--- config.mk ---
export PLATFORM = sky130hd
export DESIGN_NAME = pattern_player
export DESIGN_NICKNAME = d
export VERILOG_FILES = /design/src/rtl/pp_pkg.sv /design/src/rtl/pp_pointer.sv /design/src/rtl/pp_fetch.sv /design/src/rtl/pp_lane.sv /design/src/rtl/pattern_player.sv
export SDC_FILE = /design/constraint.sdc
export NUM_CORES = 1
export LEC_CHECK = 0
export ABC_AREA = 1
export CORE_ASPECT_RATIO = 1.1
export CORE_MARGIN = 4
export CORE_UTILIZATION = 69
export DETAILED_ROUTE_END_ITERATION = 12
export DONT_BUFFER_PORTS = 1
export PLACE_DENSITY = 0.85
export SLEW_MARGIN = 20
export SYNTH_ARGS = -nofsm -noshare
export SYNTH_HDL_FRONTEND = slang
export SYNTH_SLANG_ARGS = --single-unit
--- constraint.sdc ---
create_clock -name clk -period 3.6 [get_ports clk]
set_input_delay 0.72 -clock clk [delete_from_list [all_inputs] [get_ports clk]]
set_output_delay 0.72 -clock clk [all_outputs]
set_load 0.1 [all_outputs]
--- src/rtl/pp_pkg.sv ---
package pp_pkg;

    localparam int NUM_LANES = 2;

    typedef enum logic [1:0] {
        PM_IDLE   = 2'd0,
        PM_LOOP   = 2'd1,
        PM_SINGLE = 2'd2
    } run_kind_e;

    // flags carried from the pointer stage to the bit-select stage
    typedef struct packed {
        logic live;
        logic fresh;
    } tap_flags_t;

    function automatic run_kind_e decode_mode(input logic [1:0] m);
        run_kind_e k;
        case (m)
            2'b01:   k = PM_LOOP;
            2'b10:   k = PM_SINGLE;
            default: k = PM_IDLE;
        endcase
        return k;
    endfunction

endpackage

--- src/rtl/pp_pointer.sv ---
module pp_pointer
    import pp_pkg::*;
#(
    parameter int PTR_W = 16
) (
    input  logic             clk,
    input  logic             rst,
    input  run_kind_e        kind_i,
    input  logic [PTR_W-1:0] wrap_pos_i,
    input  logic [PTR_W-1:0] trig_pos_i,
    input  logic             trig_i,
    output logic             act_o,
    output logic [PTR_W-1:0] pos_o
);

    typedef struct packed {
        logic             act;
        logic [PTR_W-1:0] pos;
    } walk_t;

    walk_t cur_q, nxt;
    logic  at_wrap;

    assign at_wrap = (cur_q.pos == wrap_pos_i);

    always_comb begin
        nxt = cur_q;
        case (kind_i)
            PM_LOOP: begin
                nxt.act = 1'b1;
                if (trig_i)
                    nxt.pos = trig_pos_i;
                else if (!cur_q.act || at_wrap)
                    nxt.pos = '0;
                else
                    nxt.pos = cur_q.pos + 1'b1;
            end
            PM_SINGLE: begin
                if (cur_q.act) begin
                    if (at_wrap) begin
                        nxt.act = 1'b0;
                        nxt.pos = '0;
                    end else begin
                        nxt.pos = cur_q.pos + 1'b1;
                    end
                end else if (trig_i) begin
                    nxt.act = 1'b1;
                    nxt.pos = trig_pos_i;
                end
            end
            default: begin
                nxt.act = 1'b0;
                nxt.pos = '0;
            end
        endcase
    end

    always_ff @(posedge clk) begin
        if (rst) cur_q <= '0;
        else     cur_q <= nxt;
    end

    assign act_o = cur_q.act;
    assign pos_o = cur_q.pos;


    idle_drop_chk: assert property (@(posedge clk) disable iff (rst)
        (kind_i == PM_IDLE) |=> !act_o);


    loop_wrap_chk: assert property (@(posedge clk) disable iff (rst)
        (kind_i == PM_LOOP && act_o && at_wrap && !trig_i) |=> (pos_o == '0));


    loop_trig_chk: assert property (@(posedge clk) disable iff (rst)
        (kind_i == PM_LOOP && trig_i) |=> (act_o && pos_o == $past(trig_pos_i)));


    single_end_chk: assert property (@(posedge clk) disable iff (rst)
        (kind_i == PM_SINGLE && act_o && at_wrap) |=> !act_o);


    single_ignore_chk: assert property (@(posedge clk) disable iff (rst)
        (kind_i == PM_SINGLE && act_o && !at_wrap && trig_i)
        |=> (act_o && pos_o == $past(pos_o) + 1'b1));

endmodule

--- src/rtl/pp_fetch.sv ---
module pp_fetch #(
    parameter int PTR_W  = 16,
    parameter int SEL_W  = 5,
    localparam int ADDR_W = PTR_W - SEL_W
) (
    input  logic              clk,
    input  logic              rst,
    input  logic              act_i,
    input  logic [PTR_W-1:0]  pos_i,
    output logic              rd_o,
    output logic [ADDR_W-1:0] addr_o
);

    logic              held_v_q;
    logic [ADDR_W-1:0] held_idx_q;
    logic [ADDR_W-1:0] word_idx;

    assign word_idx = pos_i[PTR_W-1:SEL_W];
    assign addr_o   = word_idx;
    assign rd_o     = act_i && (!held_v_q || (word_idx != held_idx_q));

    always_ff @(posedge clk) begin
        if (rst || !act_i) begin
            held_v_q   <= 1'b0;
            held_idx_q <= '0;
        end else if (rd_o) begin
            held_v_q   <= 1'b1;
            held_idx_q <= word_idx;
        end
    end


    no_refetch_chk: assert property (@(posedge clk) disable iff (rst)
        rd_o |=> (!rd_o || addr_o != $past(addr_o)));

endmodule

--- src/rtl/pp_lane.sv ---
module pp_lane #(
    parameter int WORD_W = 32,
    localparam int SEL_W = $clog2(WORD_W)
) (
    input  logic              clk,
    input  logic              rst,
    input  logic              live_i,
    input  logic              fresh_i,
    input  logic [SEL_W-1:0]  sel_i,
    input  logic              halt_i,
    input  logic [WORD_W-1:0] data_i,
    output logic              bit_o
);

    logic [WORD_W-1:0] word_q;
    logic [WORD_W-1:0] src;

    assign src = fresh_i ? data_i : word_q;

    always_ff @(posedge clk) begin
        if (rst)          word_q <= '0;
        else if (fresh_i) word_q <= data_i;
    end

    always_ff @(posedge clk) begin
        if (rst || halt_i) bit_o <= 1'b0;
        else               bit_o <= live_i & src[sel_i];
    end


    halt_zero_chk: assert property (@(posedge clk) disable iff (rst)
        halt_i |=> !bit_o);

endmodule

--- src/rtl/pattern_player.sv ---
module pattern_player
    import pp_pkg::*;
#(
    parameter int PTR_W  = 16,
    parameter int WORD_W = 32,
    localparam int SEL_W  = $clog2(WORD_W),
    localparam int ADDR_W = PTR_W - SEL_W
) (
    input  logic              clk,
    input  logic              rst,
    input  logic [1:0]        mode_i,
    input  logic [PTR_W-1:0]  wrap_pos_i,
    input  logic [PTR_W-1:0]  trig_pos_i,
    input  logic              trig_i,
    output logic [ADDR_W-1:0] pat_addr_o,
    output logic              pat_rd_o,
    input  logic [WORD_W-1:0] set_data_i,
    input  logic [WORD_W-1:0] clr_data_i,
    output logic              set_bit_o,
    output logic              clr_bit_o,
    output logic              running_o
);

    run_kind_e        kind;
    logic             act;
    logic [PTR_W-1:0] pos;
    tap_flags_t       tap_q;
    logic [SEL_W-1:0] sel_q;
    logic             halt;

    logic [NUM_LANES-1:0][WORD_W-1:0] lane_data;
    logic [NUM_LANES-1:0]             lane_bit;

    assign kind = decode_mode(mode_i);
    assign halt = (kind == PM_IDLE);

    pp_pointer #(.PTR_W(PTR_W)) u_ptr (
        .clk        (clk),
        .rst        (rst),
        .kind_i     (kind),
        .wrap_pos_i (wrap_pos_i),
        .trig_pos_i (trig_pos_i),
        .trig_i     (trig_i),
        .act_o      (act),
        .pos_o      (pos)
    );

    pp_fetch #(.PTR_W(PTR_W), .SEL_W(SEL_W)) u_fetch (
        .clk    (clk),
        .rst    (rst),
        .act_i  (act),
        .pos_i  (pos),
        .rd_o   (pat_rd_o),
        .addr_o (pat_addr_o)
    );

    // align stage: which bit to pick once the word is present
    always_ff @(posedge clk) begin
        if (rst) begin
            tap_q <= '0;
            sel_q <= '0;
        end else begin
            tap_q.live  <= act;
            tap_q.fresh <= pat_rd_o;
            sel_q       <= pos[SEL_W-1:0];
        end
    end

    assign lane_data[0] = set_data_i;
    assign lane_data[1] = clr_data_i;

    for (genvar g = 0; g < NUM_LANES; g++) begin : g_lane
        pp_lane #(.WORD_W(WORD_W)) u_lane (
            .clk     (clk),
            .rst     (rst),
            .live_i  (tap_q.live),
            .fresh_i (tap_q.fresh),
            .sel_i   (sel_q),
            .halt_i  (halt),
            .data_i  (lane_data[g]),
            .bit_o   (lane_bit[g])
        );
    end

    assign set_bit_o = lane_bit[0];
    assign clr_bit_o = lane_bit[1];
    assign running_o = act;


    idle_no_read_chk: assert property (@(posedge clk) disable iff (rst)
        halt |=> !pat_rd_o);


    start_read_chk: assert property (@(posedge clk) disable iff (rst)
        (!running_o && kind == PM_LOOP) |=> (running_o && pat_rd_o));

endmodule

==> results of run 1 <==
## per-layer routing
layer / global-route usage [%] / vias to the layer above / share of wire [%]
li1: - / 2583 / -
met1: 32.55 / 2355 / 40
met2: 51.68 / 226 / 50
met3: 5.861 / 39 / 7.6
met4: 12.43 / 0 / 3.3
met5: 0 / - / 0
## placed cells by master (no fill, tap or decap), types with 2 or more instances in the layout
master and n:
a21oi_1 9, a21oi_2 9, a31oi_1 3, and3_1 2, buf_4 13, clkbuf_8 9
clkinv_1 4, clkinv_4 3, dfxtp_1 100, ha_1 3, inv_1 51, inv_2 9
inv_8 2, mux2i_1 54, nand2_1 266, nand3_1 69, nand4_1 12, nor2_1 109
nor2_2 5, nor2_4 2, nor3_1 8, o21ai_0 9, o21ai_1 19, o22ai_1 8
xor2_1 22
## path summary, 6_finish.rpt
path                                             from                                  end  slack [ns]  cells past startpoint
setup / recovery         u_ptr.pos_o[11]$_SDFFE_PP0P_                             pat_rd_o        0.48                      7
hold / removal                                    rst          u_ptr.pos_o[5]$_SDFFE_PP0P_        0.40                      1
setup reg to reg         u_ptr.pos_o[11]$_SDFFE_PP0P_   u_fetch.held_idx_q[9]$_SDFFE_PP0P_        1.22                      9
hold reg to reg   u_fetch.held_idx_q[10]$_SDFFE_PP0P_  u_fetch.held_idx_q[10]$_SDFFE_PP0P_        0.49                      2
## cells by family after synthesis
kind of cell,after synthesis
AOI/OAI and AO/OA,59
xor gates and xnor gates,22
adders and majority gates,3
buffers and inverters,122
DFF,102
muxes,54
and+or+nand+nor,477
## metrics by stage
stage | setup slack (ns) | total power [mW]
2_1_floorplan | 0.9903 | 1.397
3_3_place_gp | 1.031 | 1.407
3_5_place_dp | 0.9462 | 1.415
4_1_cts | 0.5000 | 2.079
5_1_grt | 0.3707 | 2.151
6_report | 0.4840 | 2.077
## cell type report
cell class / instances / share of cell area (%)
multi-input cells: 615 / 53.48
flip-flops and latches: 102 / 35.27
inverters: 64 / 4.139
well taps: 108 / 2.328
clock buffers: 9 / 2.134
repair buffers: 13 / 1.681
clock inverters: 6 / 0.9700
## report_power, final
part / leakage (nW) / switching [mW] / internal [mW]
clock network: 0.0893 / 0.425 / 0.261
registers: 0.826 / 0.0228 / 1.15
logic: 1.61 / 0.146 / 0.0714
## registers in the layout, summed over array words and instances (netlist names)
name                  flops
u_fetch.held_v_q          1
u_ptr.pos_o              16
sel_q                     5
g_lane.u_lane.bit_o       2
u_ptr.act_o               1
g_lane.u_lane.word_q     64
u_fetch.held_idx_q       11
tap_q                     2
## critical path: stages (launching register included)
cell and delay, ns:
dfxtp_1 0.51, inv_2 0.10, nand2_1 0.07, o2111ai_1 0.10, nor3_1 0.26, nand4_2 0.32, nand2_2 0.36, inv_2 0.29
==> flow_summary.yaml, run 1 <==
drt:
  ant_nets: 0
  wl_per_cell_um: 15.30
  first_pass_iters: 5
  num_vias: 5203
  vias_per_cell: 5.674
  wirelength_mm: 14.03
  drtIter0Drc: 227
  drcViolationCount: 0
floorplanning:
  ioPinCount: 116
  die-area_sq_um: 9793
  core_area_sq_um: 7998
  die_w_um: 94.72
  rows: 34
  die_y_um: 103.4
  initial_utilization_pct: 71.37
clocking:
  ctsHoldBuffers: 0
  cts_num_sinks: 102
  clk_pin_slew_ns: 0.11
  clk_latency_ns: 0.37
  h-tree-depth: 3
  postCtsSetupRepairBufs: 0
  cts_tree: "done"
  clockRootBuffer: "clkbuf_8"
  post_cts_resized: 0
  clockBufferDepth: 2
  cts_buffers: 9
place:
  placed_cell_area_sq_um: 5624
  place.gp.congestion: 0.9160
  io_buffers: 0
  dp_hpwl_mm: 10.45
  dp_cells: 902
grt:
  grt_pass1_wl_mm: 22.20
  grt_max_degree: 84
  grt_pass1_vias: 4818
  gr-total-overflow: 0
  grt_use_total_pct: 28.56
  antenna_found_initial: 0
synth:
  seq_area_frac_synth_pct: 35.77
  syn_area_per_cell_sq_um: 6.803
  synthSimpleGateAreaFrac_pct: 34.77
  synthCells: 839
  ys_async_sr_fraction_pct: 0
  ys_types: 32
  synth_top_area_share_pct: 35.77
  synth_top_family_by_area: "simple AND/OR/NAND/NOR gates"
  synth_edf_count: 0
  yosys-top-cells-area: "dfxtp_1, nand2_1, mux2i_1, nor2_1, nand3_1"
  ys_seq_elements: 102
  ys_warn_count: 0
  synth_fa_ha_area_share_pct: 0.6576
  synthFlopType: "dfxtp_1"
  synth_nets: 943
  synth_top_area_cell: "dfxtp_1"
  synth_xor_area_share_pct: 3.376
  muxShareOfSynthArea_pct: 9.470
  synthTopCellsByCount: "nand2_1, nor2_1, dfxtp_1"
  netlist_area_sq_um: 5708
  synth_compound_area_share_pct: 6.116
  synthMostInstantiatedCell: "nand2_1"
sta:
  finalSetupViolations: 0
  maxSlewHeadroom_pct: 29.40
  final_hold_viol_count: 0
  fin_crit_ns: 3.116
  max_freq_ghz: 0.3209
  hold_ws_ns: 0.3968
  post-route-period-util_pct: 86.56
  rsz0062_at_grt: "no"
  tightestPinTransition_ns: 1.059
  finalMaxSlewViolations: 0
  fin_worst_skew_ns: 0.01757
  fin_setup_tns_ns: 0
finish:
  antenna_cells: 0
  final-seq-area_sq_um: 2047
  stdcell_count: 917
  area_delta_synth_final_pct: 1.688
  nNetsFinal: 909
  fin_area_sq_um: 5804
  fillers: 683
  drive_above_1_share_pct: 7.293
  multi_input_area_sq_um: 3104
  fin_util_pct: 72.58
setup_path:
  worstPathRequired_ns: 2.88
  endpoint_kind: "output port"
  arrival_ns: 2.40
  critPathMaxFanout: 13
  startpoint_type: "flop"
  critical_path_class: "reg2out"
flow_run:
  drv_cap: 0
power:
  power.density_nw_per_um2: 357.8
  irDropWorstVdd_mv: 0.1629
  p_leak_nw: 2.523
outcome:
  run_status: "finished, final reports clean"
hold_path:
  hold_class: "in2reg"
(Power assumes the default switching activity.)
==> inputs of run 2 (changes only) <==
- CELL_PAD_IN_SITES_DETAIL_PLACEMENT: default -> 1
- CELL_PAD_IN_SITES_GLOBAL_PLACEMENT: default -> 1
- CORE_UTILIZATION: 69 -> 48
- PLACE_DENSITY: 0.85 -> default
- PLACE_DENSITY_LB_ADDON: default -> 0.1
==> run 2 against run 1 <==
Sequential power about the same. Critical path depth unchanged. Clock skew down 0.012 ns. Critical endpoint unchanged. Largest cell class unchanged. Highest routed layer unchanged.
==> flow_summary.yaml, run 2 (synthesized netlist as in run 1, its figures left out) <==
outcome:
  run_status: "finished, final reports clean"
clocking:
  cts_buffers: 9
  clk_pin_slew_ns: 0.06
  clockBufferDepth: 2
  h-tree-depth: 3
  clk_latency_ns: 0.34
  post_cts_resized: 0
  cts_tree: "done"
  clockRootBuffer: "clkbuf_16"
  postCtsSetupRepairBufs: 0
  cts_num_sinks: 102
  ctsHoldBuffers: 0
finish:
  layout_commonest_cell: "nand2_1"
  drive_above_1_share_pct: 7.020
  mostFrequentLayoutCells: "nand2_1, nor2_1, dfxtp_1"
  fillers: 1527
  antenna_cells: 0
  area_delta_synth_final_pct: 4.253
  nNetsFinal: 912
  multi_input_area_sq_um: 3104
  regMostFlops: "g_lane.u_lane.word_q"
  largest_reg_flops: 64
  stdcell_count: 962
  final-seq-area_sq_um: 2047
floorplanning:
  die_w_um: 112.0
  ioPinCount: 116
  core_area_sq_um: 11540
  die_y_um: 122.4
  rows: 41
  die-area_sq_um: 13700
  initial_utilization_pct: 49.45
grt:
  met3_usage_pct: 4.931
  grt_pass1_vias: 5474
  gr-usage-met2_pct: 45.65
  grt_use_total_pct: 24.10
  grt_pass1_wl_mm: 26.88
  grt_use_met1_pct: 27.25
  gr-total-overflow: 0
  antenna_found_initial: 0
  grt.busiest_layer: "met2"
  grt_max_degree: 84
setup_path:
  startpoint_type: "flop"
  crit_top_cell: "inv_2"
  crit_buf_inv: 2
  arrival_ns: 2.26
  worstPathRequired_ns: 2.88
  crit_path_max_incr_delay_ns: 0.44
  endpoint_kind: "output port"
  critical_path_class: "reg2out"
  crit_slowest_cell: "dfxtp_1"
  crit_chain: "inv_2 > nand2_1 > o2111ai_1 > nor3_1 > nand4_2 > nand2_2 > inv_2"
  cpLargestDelayFamily: "simple AND/OR/NAND/NOR gates"
  critPathMaxFanout: 13
  r2r_slack_ns: 1.32
drt:
  first_pass_iters: 5
  num_vias: 5128
  wl_per_cell_um: 16.81
  drcViolationCount: 0
  wirelength_mm: 16.17
  vias_per_cell: 5.331
  ant_nets: 0
  drtIter0Drc: 213
place:
  dp_hpwl_mm: 12.45
  place.gp.congestion: 0.8506
  dp_cells: 947
  io_buffers: 0
power:
  irDropWorstVdd_mv: 0.1855
  power.density_nw_per_um2: 380.5
  p_total_mw: 2.264
  p_leak_nw: 2.567
sta:
  post-route-period-util_pct: 82.65
  finalMaxSlewViolations: 0
  max_freq_ghz: 0.3361
  fin_crit_ns: 2.976
  maxSlewHeadroom_pct: 33.19
  tightestPinTransition_ns: 1.001
  fin_worst_skew_ns: 0.005240
  final_hold_viol_count: 0
  rsz0062_at_grt: "no"
  finalSetupViolations: 0
  fin_setup_tns_ns: 0
flow_run:
  drv_cap: 0
hold_path:
  hold_class: "in2reg"
## run 2: cell count changes in the layout (fill, tap and decap cells not counted)
| cell | before | now |
|---|---|---|
| inv_8 | 2 | 0 |
| buf_4 | 13 | 16 |
| clkbuf_16 | 0 | 9 |
| clkbuf_1 | 0 | 5 |
| clkinv_4 | 3 | 0 |
| clkbuf_8 | 9 | 0 |
## run 2: worst register-to-register path, stage by stage (launching register included)
cell       delay [ns]
dfxtp_1          0.44
inv_2            0.09
nand2_1          0.07
o2111ai_1        0.10
nor3_1           0.25
nand4_2          0.32
nand2_2          0.35
inv_2            0.29
o21ai_1          0.21
nor2_1           0.05
## run 2: metal layers
layer  vias up  routed length, um
met5         -                  0
met4         0                264
met3        19                682
met2        94               8458
met1      2426               6761
li1       2589                  -
## run 2: per-stage QoR
step	utilization, %	worst slack [ns]	hold slack (ns)	instance area [sq um]
2_1_floorplan	-	0.9903	0.4407	5708
3_3_place_gp	49.38	1.006	0.4521	5699
3_5_place_dp	49.38	0.8734	0.4612	5699
4_1_cts	51.56	0.5887	0.4317	5951
5_1_grt	51.56	0.4086	0.4324	5951
6_report	51.56	0.6244	0.4515	5951
## run 2: report_power, final
part / switching [mW] / internal [mW]
registers: 0.0178 / 1.15
logic: 0.156 / 0.0716
clock network: 0.401 / 0.467
total: 0.574 / 1.69
## run 2: layout make-up
| type | instances | share of cell area (%) |
|---|---|---|
| Timing Repair Buffer | 16 | 2.018 |
| Tap cell | 150 | 3.154 |
| Inverter | 64 | 4.037 |
| Multi-Input combinational cell | 615 | 52.17 |
| Clock inverter | 1 | 0.1262 |
| Clock buffer | 14 | 4.100 |
| Sequential cell | 102 | 34.40 |
## run 2: path summary, 6_finish.rpt
kind | start | to | cells past startpoint
worst min-delay path | rst | u_ptr.pos_o[14]$_SDFFE_PP0P_ | 1
worst max-delay path | u_ptr.pos_o[11]$_SDFFE_PP0P_ | pat_rd_o | 7
worst max register to register | u_ptr.pos_o[11]$_SDFFE_PP0P_ | u_fetch.held_idx_q[9]$_SDFFE_PP0P_ | 9
worst min register to register | u_fetch.held_idx_q[6]$_SDFFE_PP0P_ | u_fetch.held_idx_q[6]$_SDFFE_PP0P_ | 2
